<file path="config.mk">
export PLATFORM = sky130hd
export DESIGN_NAME = evt_aggr_top
export DESIGN_NICKNAME = d
export VERILOG_FILES = /design/src/rtl/evt_aggr_pkg.sv /design/src/rtl/evt_addr_dec.sv /design/src/rtl/evt_status_bank.sv /design/src/rtl/evt_mask_bank.sv /design/src/rtl/evt_prio_enc.sv /design/src/rtl/evt_aggr_top.sv
export SDC_FILE = /design/constraint.sdc
export NUM_CORES = 1
export LEC_CHECK = 0
export BUFFER_PORTS_ARGS = -buffer_cell sky130_fd_sc_hd__buf_2
export CORE_MARGIN = 2
export CORE_UTILIZATION = 57
export CTS_BUF_LIST = sky130_fd_sc_hd__clkbuf_8
export CTS_CLUSTER_SIZE = 12
export DETAILED_ROUTE_END_ITERATION = 7
export PLACE_DENSITY = 0.81
export SYNTH_ARGS = -nofsm -noshare
export SYNTH_HDL_FRONTEND = slang
export SYNTH_SLANG_ARGS = --single-unit
</file>
<file path="constraint.sdc">
create_clock -name clk -period 4.6 [get_ports clk]
set_input_delay 0.46 -clock clk [delete_from_list [all_inputs] [get_ports clk]]
set_output_delay 0.46 -clock clk [all_outputs]
set_load 0.03 [all_outputs]
</file>
<file path="src/rtl/evt_aggr_pkg.sv">
package evt_aggr_pkg;

    localparam int WORD_W    = 32;
    localparam int NUM_WORDS = 3;
    localparam int NUM_LINES = 3;
    localparam int EVENTS    = WORD_W * NUM_WORDS;
    localparam int IDX_W     = $clog2(EVENTS);
    localparam int ADDR_W    = 8;

    typedef enum logic [1:0] {
        REG_NONE = 2'd0,
        REG_STAT = 2'd1,
        REG_MASK = 2'd2,
        REG_PEND = 2'd3
    } reg_kind_e;

    typedef struct packed {
        reg_kind_e  kind;
        logic [1:0] grp;
        logic [1:0] word;
    } reg_sel_t;

endpackage

</file>
<file path="src/rtl/evt_addr_dec.sv">
module evt_addr_dec
    import evt_aggr_pkg::*;
#(
    parameter int N_WORDS = NUM_WORDS,
    parameter int N_LINES = NUM_LINES
) (
    input  logic [ADDR_W-1:0] addr,
    output reg_sel_t          sel
);

    localparam logic [3:0] LAST_MASK_HI = 4'(N_LINES);
    localparam logic [3:0] PEND_HI      = 4'(N_LINES + 1);
    localparam logic [1:0] WORD_LIM     = 2'(N_WORDS);
    localparam logic [1:0] LINE_LIM     = 2'(N_LINES);

    logic [3:0] hi;
    logic [1:0] wsel;
    logic [3:0] grp_full;

    assign hi       = addr[7:4];
    assign wsel     = addr[3:2];
    assign grp_full = hi - 4'd1;

    always_comb begin
        sel.kind = REG_NONE;
        sel.grp  = 2'd0;
        sel.word = 2'd0;
        if (addr[1:0] == 2'b00) begin
            if (hi == 4'd0 && wsel < WORD_LIM) begin
                sel.kind = REG_STAT;
                sel.word = wsel;
            end else if (hi >= 4'd1 && hi <= LAST_MASK_HI && wsel < WORD_LIM) begin
                sel.kind = REG_MASK;
                sel.grp  = grp_full[1:0];
                sel.word = wsel;
            end else if (hi == PEND_HI && wsel < LINE_LIM) begin
                sel.kind = REG_PEND;
                sel.grp  = wsel;
            end
        end
    end

endmodule

</file>
<file path="src/rtl/evt_status_bank.sv">
module evt_status_bank #(
    parameter int W_W     = 32,
    parameter int N_WORDS = 3,
    localparam int NEV    = W_W * N_WORDS
) (
    input  logic               clk,
    input  logic               rst_n,
    input  logic [NEV-1:0]     evt_i,
    input  logic [N_WORDS-1:0] clr_we,
    input  logic [W_W-1:0]     wdata,
    output logic [NEV-1:0]     status_o
);

    for (genvar w = 0; w < N_WORDS; w++) begin : g_word
        logic [W_W-1:0] word_q;
        logic [W_W-1:0] clr_bits;

        assign clr_bits = clr_we[w] ? wdata : '0;

        // Pulses are ORed in after the clear, so a same-cycle set survives.
        always_ff @(posedge clk or negedge rst_n) begin
            if (!rst_n) begin
                word_q <= '0;
            end else begin
                word_q <= (word_q & ~clr_bits) | evt_i[w*W_W +: W_W];
            end
        end

        assign status_o[w*W_W +: W_W] = word_q;
    end

endmodule

</file>
<file path="src/rtl/evt_mask_bank.sv">
module evt_mask_bank #(
    parameter int W_W     = 32,
    parameter int N_WORDS = 3,
    parameter int N_LINES = 3,
    localparam int NEV    = W_W * N_WORDS
) (
    input  logic                       clk,
    input  logic                       rst_n,
    input  logic [N_LINES*N_WORDS-1:0] we,
    input  logic [W_W-1:0]             wdata,
    output logic [N_LINES*NEV-1:0]     mask_o
);

    for (genvar l = 0; l < N_LINES; l++) begin : g_line
        for (genvar w = 0; w < N_WORDS; w++) begin : g_word
            logic [W_W-1:0] mword_q;

            always_ff @(posedge clk or negedge rst_n) begin
                if (!rst_n) begin
                    mword_q <= '0;
                end else if (we[l*N_WORDS + w]) begin
                    mword_q <= wdata;
                end
            end

            assign mask_o[l*NEV + w*W_W +: W_W] = mword_q;
        end
    end

endmodule

</file>
<file path="src/rtl/evt_prio_enc.sv">
module evt_prio_enc #(
    parameter int N  = 96,
    parameter int IW = 7
) (
    input  logic [N-1:0]  vec,
    output logic          valid,
    output logic [IW-1:0] idx
);

    always_comb begin
        idx = '0;
        // Walk downward so the lowest set position is written last.
        for (int i = N - 1; i >= 0; i--) begin
            if (vec[i]) begin
                idx = IW'(i);
            end
        end
    end

    assign valid = |vec;

endmodule

</file>
<file path="src/rtl/evt_aggr_top.sv">
module evt_aggr_top
    import evt_aggr_pkg::*;
(
    input  logic                 clk,
    input  logic                 rst_n,
    input  logic [EVENTS-1:0]    evt_i,
    input  logic                 bus_wr_i,
    input  logic [ADDR_W-1:0]    bus_addr_i,
    input  logic [WORD_W-1:0]    bus_wdata_i,
    output logic [WORD_W-1:0]    bus_rdata_o,
    output logic [NUM_LINES-1:0] irq_o
);

    localparam int MASK_BITS = NUM_LINES * EVENTS;

    reg_sel_t                      sel;
    logic [NUM_WORDS-1:0]          stat_we;
    logic [NUM_LINES*NUM_WORDS-1:0] mask_we;
    logic [EVENTS-1:0]             status_q;
    logic [MASK_BITS-1:0]          mask_q;
    logic [NUM_LINES-1:0]          pend_vld;
    logic [NUM_LINES*IDX_W-1:0]    pend_idx;

    evt_addr_dec #(
        .N_WORDS(NUM_WORDS),
        .N_LINES(NUM_LINES)
    ) u_dec (
        .addr(bus_addr_i),
        .sel (sel)
    );

    for (genvar w = 0; w < NUM_WORDS; w++) begin : g_stat_we
        assign stat_we[w] = bus_wr_i && (sel.kind == REG_STAT) && (sel.word == 2'(w));
    end

    for (genvar l = 0; l < NUM_LINES; l++) begin : g_mask_we_l
        for (genvar w = 0; w < NUM_WORDS; w++) begin : g_mask_we_w
            assign mask_we[l*NUM_WORDS + w] = bus_wr_i && (sel.kind == REG_MASK)
                                              && (sel.grp == 2'(l)) && (sel.word == 2'(w));
        end
    end

    evt_status_bank #(
        .W_W    (WORD_W),
        .N_WORDS(NUM_WORDS)
    ) u_stat (
        .clk     (clk),
        .rst_n   (rst_n),
        .evt_i   (evt_i),
        .clr_we  (stat_we),
        .wdata   (bus_wdata_i),
        .status_o(status_q)
    );

    evt_mask_bank #(
        .W_W    (WORD_W),
        .N_WORDS(NUM_WORDS),
        .N_LINES(NUM_LINES)
    ) u_mask (
        .clk   (clk),
        .rst_n (rst_n),
        .we    (mask_we),
        .wdata (bus_wdata_i),
        .mask_o(mask_q)
    );

    for (genvar l = 0; l < NUM_LINES; l++) begin : g_line
        logic [EVENTS-1:0] hits;
        assign hits     = status_q & mask_q[l*EVENTS +: EVENTS];
        assign irq_o[l] = |hits;

        evt_prio_enc #(
            .N (EVENTS),
            .IW(IDX_W)
        ) u_enc (
            .vec  (hits),
            .valid(pend_vld[l]),
            .idx  (pend_idx[l*IDX_W +: IDX_W])
        );
    end

    always_comb begin
        bus_rdata_o = '0;
        unique case (sel.kind)
            REG_STAT: bus_rdata_o = status_q[int'(sel.word)*WORD_W +: WORD_W];
            REG_MASK: bus_rdata_o = mask_q[int'(sel.grp)*EVENTS + int'(sel.word)*WORD_W +: WORD_W];
            REG_PEND: begin
                bus_rdata_o[IDX_W]     = pend_vld[sel.grp];
                bus_rdata_o[IDX_W-1:0] = pend_idx[int'(sel.grp)*IDX_W +: IDX_W];
            end
            REG_NONE: bus_rdata_o = '0;
        endcase
    end

endmodule

</file>
==> results of run 1 <==
==> state kept, by name (all words and copies together) (netlist names) <==
| name | cells |
|---|---|
| u_mask.g_line.g_word.mword_q | 288 |
| u_stat.g_word.word_q | 96 |
==> metrics by stage <==
| stage | util [%] | total power [mW] |
|---|---|---|
| 2_1_floorplan | - | 4.356 |
| 3_3_place_gp | 61.41 | 4.928 |
| 3_5_place_dp | 61.41 | 4.949 |
| 4_1_cts | 68.07 | 8.283 |
| 5_1_grt | 68.69 | 8.615 |
| 6_report | 68.69 | 8.414 |
==> logic make-up after synthesis <==
logic type / Yosys count / synth area share, %
flops: 384 / 40.98
xor+xnor: 2 / 0.07472
compound gates: 642 / 20.31
fa+ha+maj: 13 / 0.7257
simple gates: 631 / 12.26
mux: 385 / 21.39
buf+inv: 241 / 4.253
==> report_power, final <==
| part | total, mW | switching, mW | internal, mW |
|---|---|---|---|
| clock network | 3.31 | 1.56 | 1.74 |
| registers | 3.63 | 0.155 | 3.47 |
| logic | 1.48 | 0.867 | 0.612 |
==> final timing paths <==
kind / slack [ns] / start / depth (start not counted) / endpoint
max: -0.24 / bus_addr_i[5] / 17 / bus_rdata_o[0]
min in group asynchronous: 0.42 / rst_n / 2 / u_stat.g_word[1].word_q[2]
min: 0.01 / evt_i[14] / 2 / u_stat.g_word[0].word_q[14]
max in group asynchronous: 3.06 / rst_n / 3 / u_stat.g_word[2].word_q[24]
min reg2reg: 0.55 / u_mask.g_line[2].g_word[1].mword_q[28] / 1 / u_mask.g_line[2].g_word[1].mword_q[28]
max reg2reg: 3.61 / u_mask.g_line[0].g_word[2].mword_q[16] / 1 / u_mask.g_line[0].g_word[2].mword_q[16]
==> synthesized netlist by cell type, drive strengths merged, types with 8 or more instances <==
library cell	n	area [µm²]
a222oi	16	160.2
and2	16	100.1
ha	12	150.1
and4	10	87.58
a21boi	8	60.06
clkbuf	183	728.2
o21ai	71	355.3
nor2	47	176.4
inv	16	60.06
a21o	102	765.7
nand2	377	1415
mux4	64	1441
a31oi	19	118.9
o2111ai	10	87.58
a21oi	60	300.3
a221oi	10	87.58
nor4	14	87.58
a211oi	13	97.59
nand3	71	355.3
a32o	27	270.3
a32oi	26	227.7
nand4	35	219.0
mux2i	32	320.3
buf	40	195.2
a22oi	170	1276
dfrtp	384	9609
a22o	41	359.1
a311oi	9	78.83
o211ai	12	90.09
nand2b	9	56.30
mux2	289	3254
nor3	9	45.04
and3	8	51.30
a2111oi	10	93.84
==> final cells by class <==
type | instances | share of cell area (%)
multi-input combinational | 1673 | 46.92
sequential | 384 | 34.34
timing repair buffer | 374 | 11.21
clock buffer | 82 | 4.033
tap | 532 | 2.379
clock inverter | 30 | 0.8585
inverter | 17 | 0.2638
==> layer usage <==
| layer | wire [µm] | part of all wire [%] | vias to the layer above | global-route usage [%] |
|---|---|---|---|---|
| li1 | - | - | 9198 | - |
| met1 | 37670 | 35 | 11420 | 62.38 |
| met2 | 46560 | 44 | 2040 | 74.56 |
| met3 | 14460 | 14 | 504 | 17.22 |
| met4 | 7857 | 7.4 | 2 | 29.46 |
| met5 | 13 | 0.012 | - | 0 |
==> repair_timing <==
action                     CTS  global route
cloned                       2             1
setup endpoints to repair   32            32
buffers inserted             5             6
hold endpoints to repair   186             0
hold buffers                96             0
pin swaps                   31            29
resized for setup          104            59
==> reports/results.txt, run 1 <==
Synth async-reset ratio = 100.0%
syn nets = 2450
placed instance area = 0.02502 mm²
Fin. Hold Viols = 0
first-pass GRT wire length = 151700 µm
Initial Utilization = 57.55%
most used cell, CP = ha_4
fillcell total = 2916
antenna violations before repair = 1
CTS Buffer Depth = 3
CP Max Fanout = 4
FMAX = 206.4 MHz
Worst Path Required = 4.14 ns
DIE HEIGHT = 206.8 µm
IO Port Bufs = 173
slew at the pin with the worst max-slew slack = 1.512 ns
syn_area_per_cell = 10.20 µm²
Setup crit start kind = primary input
Yosys cell types = 81
CP top delay family = adder cells
crit end category = output port
CTS Buf Count = 69
dpl ws = -0.4235 ns
most common cell after layout, fill and taps aside = dfrtp_1
Tot GR Track Use = 49.71%
antenna-violating nets left = 0
Clock Skew = 0 ns
htree depth = 3
predominant post-synthesis flop cell = dfrtp_1
# IOs = 174
clk sinks = 384
final worst path period share = 105.3%
largest net degree at the start of global routing = 106
Setup WS post-layout = -0.2440 ns
cells along the critical path = buf_8 -> inv_8 -> ha_4 -> and2b_2 -> o41a_1 -> or2_4 -> inv_4 -> ha_4 -> inv_2 -> fa_4 -> mux4_2 -> mux2i_2 -> o21ai_2 -> a21oi_2 -> o2111ai_1 -> o221a_1 -> buf_6
routed wire length = 106600 µm
crit path max-delay cell type = fa_4
Power Density = 300.7 mW/mm²
RSZ-0062 raised after global routing = yes
Placed Instances = 2870
DP HPWL = 75180 µm
setup TNS = -4.689 ns
register area share after synthesis = 40.98%
die area = 0.04277 mm²
max cap viols = 1
Synth Register Bits = 384
clk_lat worst skew = 0.68 ns
Clock Pin Slew Worst Setup and Hold Paths = 0.05 ns
crit path time final = 4.844 ns
Yosys warnings = 0
Wirelength per Cell = 34.46 µm
ANT cells = 0
layout net count = 2671
residual DRC count = 33
vias in the first global route = 22420
final instance count without filler cells = 3092
root buf cell = clkbuf_8
static leakage = 12.56 nW
total congestion overflow = 0
highest-count cells in the layout ignoring fill and taps = dfrtp_1 (384), nand2_1 (377), mux2_2 (287)
DRT iter0 DRCs = 3770
vias per cell = 7.491
Min Hold Slack = 0.01432 ns
Worst Path Buf+Inv = 5
layout cell share with drive strength beyond 1 = 31.41%
path type of the worst min-delay path = primary input to register
Chip Width = 206.8 µm
mapped cell area = 0.02345 mm²
via count = 23160
post-route design area = 0.02798 mm²
Synth Instances = 2298
FP Rows = 74
Max-slew headroom = -0.8298%
Placer Congestion = 1.052
Crit Path Category = primary input to output port
status = complete, but fails checks
Max Transition Viols Final = 16
core area = 0.04074 mm²
drt pass-1 iters = 8
footprint of the multi-input gates = 0.01313 mm²
Post-synth EDFFs = 0
CP peak stage delay = 0.88 ns
Worst EP arrival = 4.38 ns
P&R area growth vs syn = 19.35%
maximum VDD drop = 0.3142 mV
CTS tree = yes
failing checks = DRC, capacitance limit, slew limit, setup timing
final setup vio count = 32
register area = 0.009609 mm²
No activity file was read; power rests on OpenSTA's default activity.
==> run 2: changes to the inputs <==
--- a/config.mk
+++ b/config.mk
@@ -7,11 +7,11 @@
 export LEC_CHECK = 0
 export BUFFER_PORTS_ARGS = -buffer_cell sky130_fd_sc_hd__buf_2
 export CORE_MARGIN = 2
-export CORE_UTILIZATION = 57
+export CORE_UTILIZATION = 65
 export CTS_BUF_LIST = sky130_fd_sc_hd__clkbuf_8
 export CTS_CLUSTER_SIZE = 12
 export DETAILED_ROUTE_END_ITERATION = 7
-export PLACE_DENSITY = 0.81
+export PLACE_DENSITY = 0.87
 export SYNTH_ARGS = -nofsm -noshare
 export SYNTH_HDL_FRONTEND = slang
 export SYNTH_SLANG_ARGS = --single-unit
==> constraint.sdc (replaced) <==
create_clock -name clk -period 5.9 [get_ports clk]
set_input_delay 0.59 -clock clk [delete_from_list [all_inputs] [get_ports clk]]
set_output_delay 0.59 -clock clk [all_outputs]
set_load 0.03 [all_outputs]
==> run 2 against run 1 <==
Critical path type unchanged. Critical endpoint unchanged. Combinational power decreased by 33%. Die area decreased by 12%. Non-clock buffer count decreased by 161. Register-to-register slack improved by 1.3 ns. The flow finishes with violations (DRC). Largest cell class unchanged. Setup slack improved by 0.61 ns. Critical path depth unchanged. Highest routed layer unchanged. Routed wire length decreased by 7.2%. Worst hold slack improved by 0.078 ns.
==> reports/results.txt, run 2 (synthesized netlist as in run 1, its figures left out) <==
DRT iter0 DRCs = 3846
Tot GR Track Use = 52.14%
layout cell share with drive strength beyond 1 = 28.11%
CTS tree = yes
Worst R2R Start = u_mask.g_line[2].g_word[0].mword_q[8]
Crit Path Category = primary input to output port
Wirelength per Cell = 34.64 µm
Min Hold Slack = 0.09229 ns
layout net count = 2501
Clock Pin Slew Worst Setup and Hold Paths = 0.06 ns
largest net degree at the start of global routing = 181
first-pass GRT wire length = 145300 µm
status = complete, but fails checks
max FFs per register = 288
Max-slew headroom = 11.63%
largest registers = u_mask.g_line.g_word.mword_q (288), u_stat.g_word.word_q (96)
Setup crit start kind = primary input
core area = 0.03557 mm²
# IOs = 174
via count = 22540
CTS Buf Count = 60
FMAX = 180.6 MHz
DP HPWL = 71560 µm
FP Rows = 69
Setup WS post-layout = 0.3636 ns
final worst path period share = 93.84%
final setup vio count = 0
P&R area growth vs syn = 9.238%
highest-count cells in the layout ignoring fill and taps = dfrtp_1 (384), nand2_1 (377), mux2_2 (287)
Fin. Hold Viols = 0
path type of the worst min-delay path = primary input to register
crit end category = output port
dpl ws = 0.4509 ns
Chip Width = 193.9 µm
hold_sp = evt_i[13]
IO Port Bufs = 173
CTS Buffer Depth = 3
hold depth = 2
worst r2r dst = u_mask.g_line[2].g_word[0].mword_q[8]
clk sinks = 384
setup TNS = 0 ns
Initial Utilization = 65.92%
maximum VDD drop = 0.2713 mV
antenna violations before repair = 3
Placer Congestion = 1.095
antenna-violating nets left = 0
drt pass-1 iters = 8
clk_lat worst skew = 0.64 ns
vias in the first global route = 22330
Worst Path Required = 5.31 ns
vias per cell = 7.893
r2r setup slk = 4.94 ns
total congestion overflow = 0
routed wire length = 98940 µm
Max Transition Viols Final = 0
CP Max Fanout = 23
root buf cell = clkbuf_8
Finished Core Util = 72.01%
RSZ-0062 raised after global routing = no
crit path time final = 5.536 ns
most common cell after layout, fill and taps aside = dfrtp_1
slew at the pin with the worst max-slew slack = 1.326 ns
Worst EP arrival = 4.95 ns
Power Density = 241.1 mW/mm²
htree depth = 2
static leakage = 11.68 nW
die area = 0.03761 mm²
WHS Endpoint = u_stat.g_word[0].word_q[13]
Worst Reg-to-Reg Cells = 1
Clock Skew = 0 ns
residual DRC count = 1
DIE HEIGHT = 193.9 µm
largest register by flop count = u_mask.g_line.g_word.mword_q
max cap viols = 0
failing checks = DRC
[run 2: changes by cell type in the layout (fill, tap and decap cells not counted), moves of 9 or more]
| cell | previous run | this run |
|---|---|---|
| a22oi_1 | 161 | 170 |
| a22oi_2 | 9 | 0 |
| buf_12 | 13 | 3 |
| buf_2 | 138 | 172 |
| buf_4 | 76 | 36 |
| buf_6 | 39 | 0 |
| dlygate4sd3_1 | 96 | 1 |
| nor2_1 | 22 | 46 |
| nor2_2 | 25 | 1 |
| o21ai_0 | 38 | 70 |
| o21ai_1 | 32 | 1 |
[run 2: report_power, final]
| group | internal [mW] | switching (mW) | total, mW |
|---|---|---|---|
| combinational | 0.376 | 0.616 | 0.992 |
| sequential | 2.71 | 0.115 | 2.82 |
| clock | 1.26 | 1.10 | 2.36 |
| total | 4.35 | 1.83 | 6.17 |
[run 2: critical path, cell delays in order]
cell,delay [ns]
buf_2,0.10
inv_1,0.10
ha_1,0.16
and2b_1,0.23
a2111oi_0,0.54
and2_2,0.28
ha_4,0.14
inv_1,0.05
fa_4,1.00
buf_12,0.25
mux4_2,0.33
mux2i_1,0.14
o21ai_0,0.11
a21oi_1,0.27
o2111ai_1,0.15
o221a_1,0.30
buf_2,0.19
[run 2: how the worst max path moves through the flow]
stage	start	endpoint	slack (ns)	cells after the start
6_report	bus_addr_i[5]	bus_rdata_o[0]	0.36	17
5_1_grt	bus_addr_i[5]	bus_rdata_o[8]	0.17	16
4_1_cts	bus_addr_i[4]	bus_rdata_o[8]	0.44	16
3_5_place_dp	bus_addr_i[4]	bus_rdata_o[0]	0.45	17
3_3_place_gp	bus_addr_i[4]	bus_rdata_o[13]	0.60	16
2_1_floorplan	bus_addr_i[5]	bus_rdata_o[6]	0.39	18
[run 2: layout make-up]
cell class                      instances  area [µm²]
Inverter                               17       63.81
Timing Repair Buffer                  213        1216
Sequential cell                       384        9609
Clock inverter                         29       177.7
Antenna cell                            1       2.502
Multi-Input combinational cell       1673       12890
Clock buffer                           78        1074
Tap cell                              461       576.8
Fill cell                            2409        9957
[run 2: metal layers]
layer	part of all wire [%]	wire length (µm)	up-vias	global-route usage (%)
met5	0.026	26	-	0
met4	8.8	8682	4	35.61
met3	15	14810	634	17.29
met2	42	41760	2341	76.63
met1	34	33660	10730	65.70
li1	-	-	8830	-
[run 2: metrics by stage]
step                std cells  area (µm²)  total power, mW
CTS                      2855       25610            6.108
finish                   2856       25610            6.174
floorplan                2298       23450            3.391
detailed placement       2747       24350            3.801
global placement         2747       24350            3.776
global route             2855       25610            6.327
[run 2: what timing repair did]
| action | in CTS | in global routing |
|---|---|---|
| hold buffers | 1 | 0 |
| endpoints found under the hold margin | 51 | 0 |
| gates resized for setup | 0 | 0 |
| setup buffers | 0 | 0 |
| setup endpoints to repair | 0 | 0 |
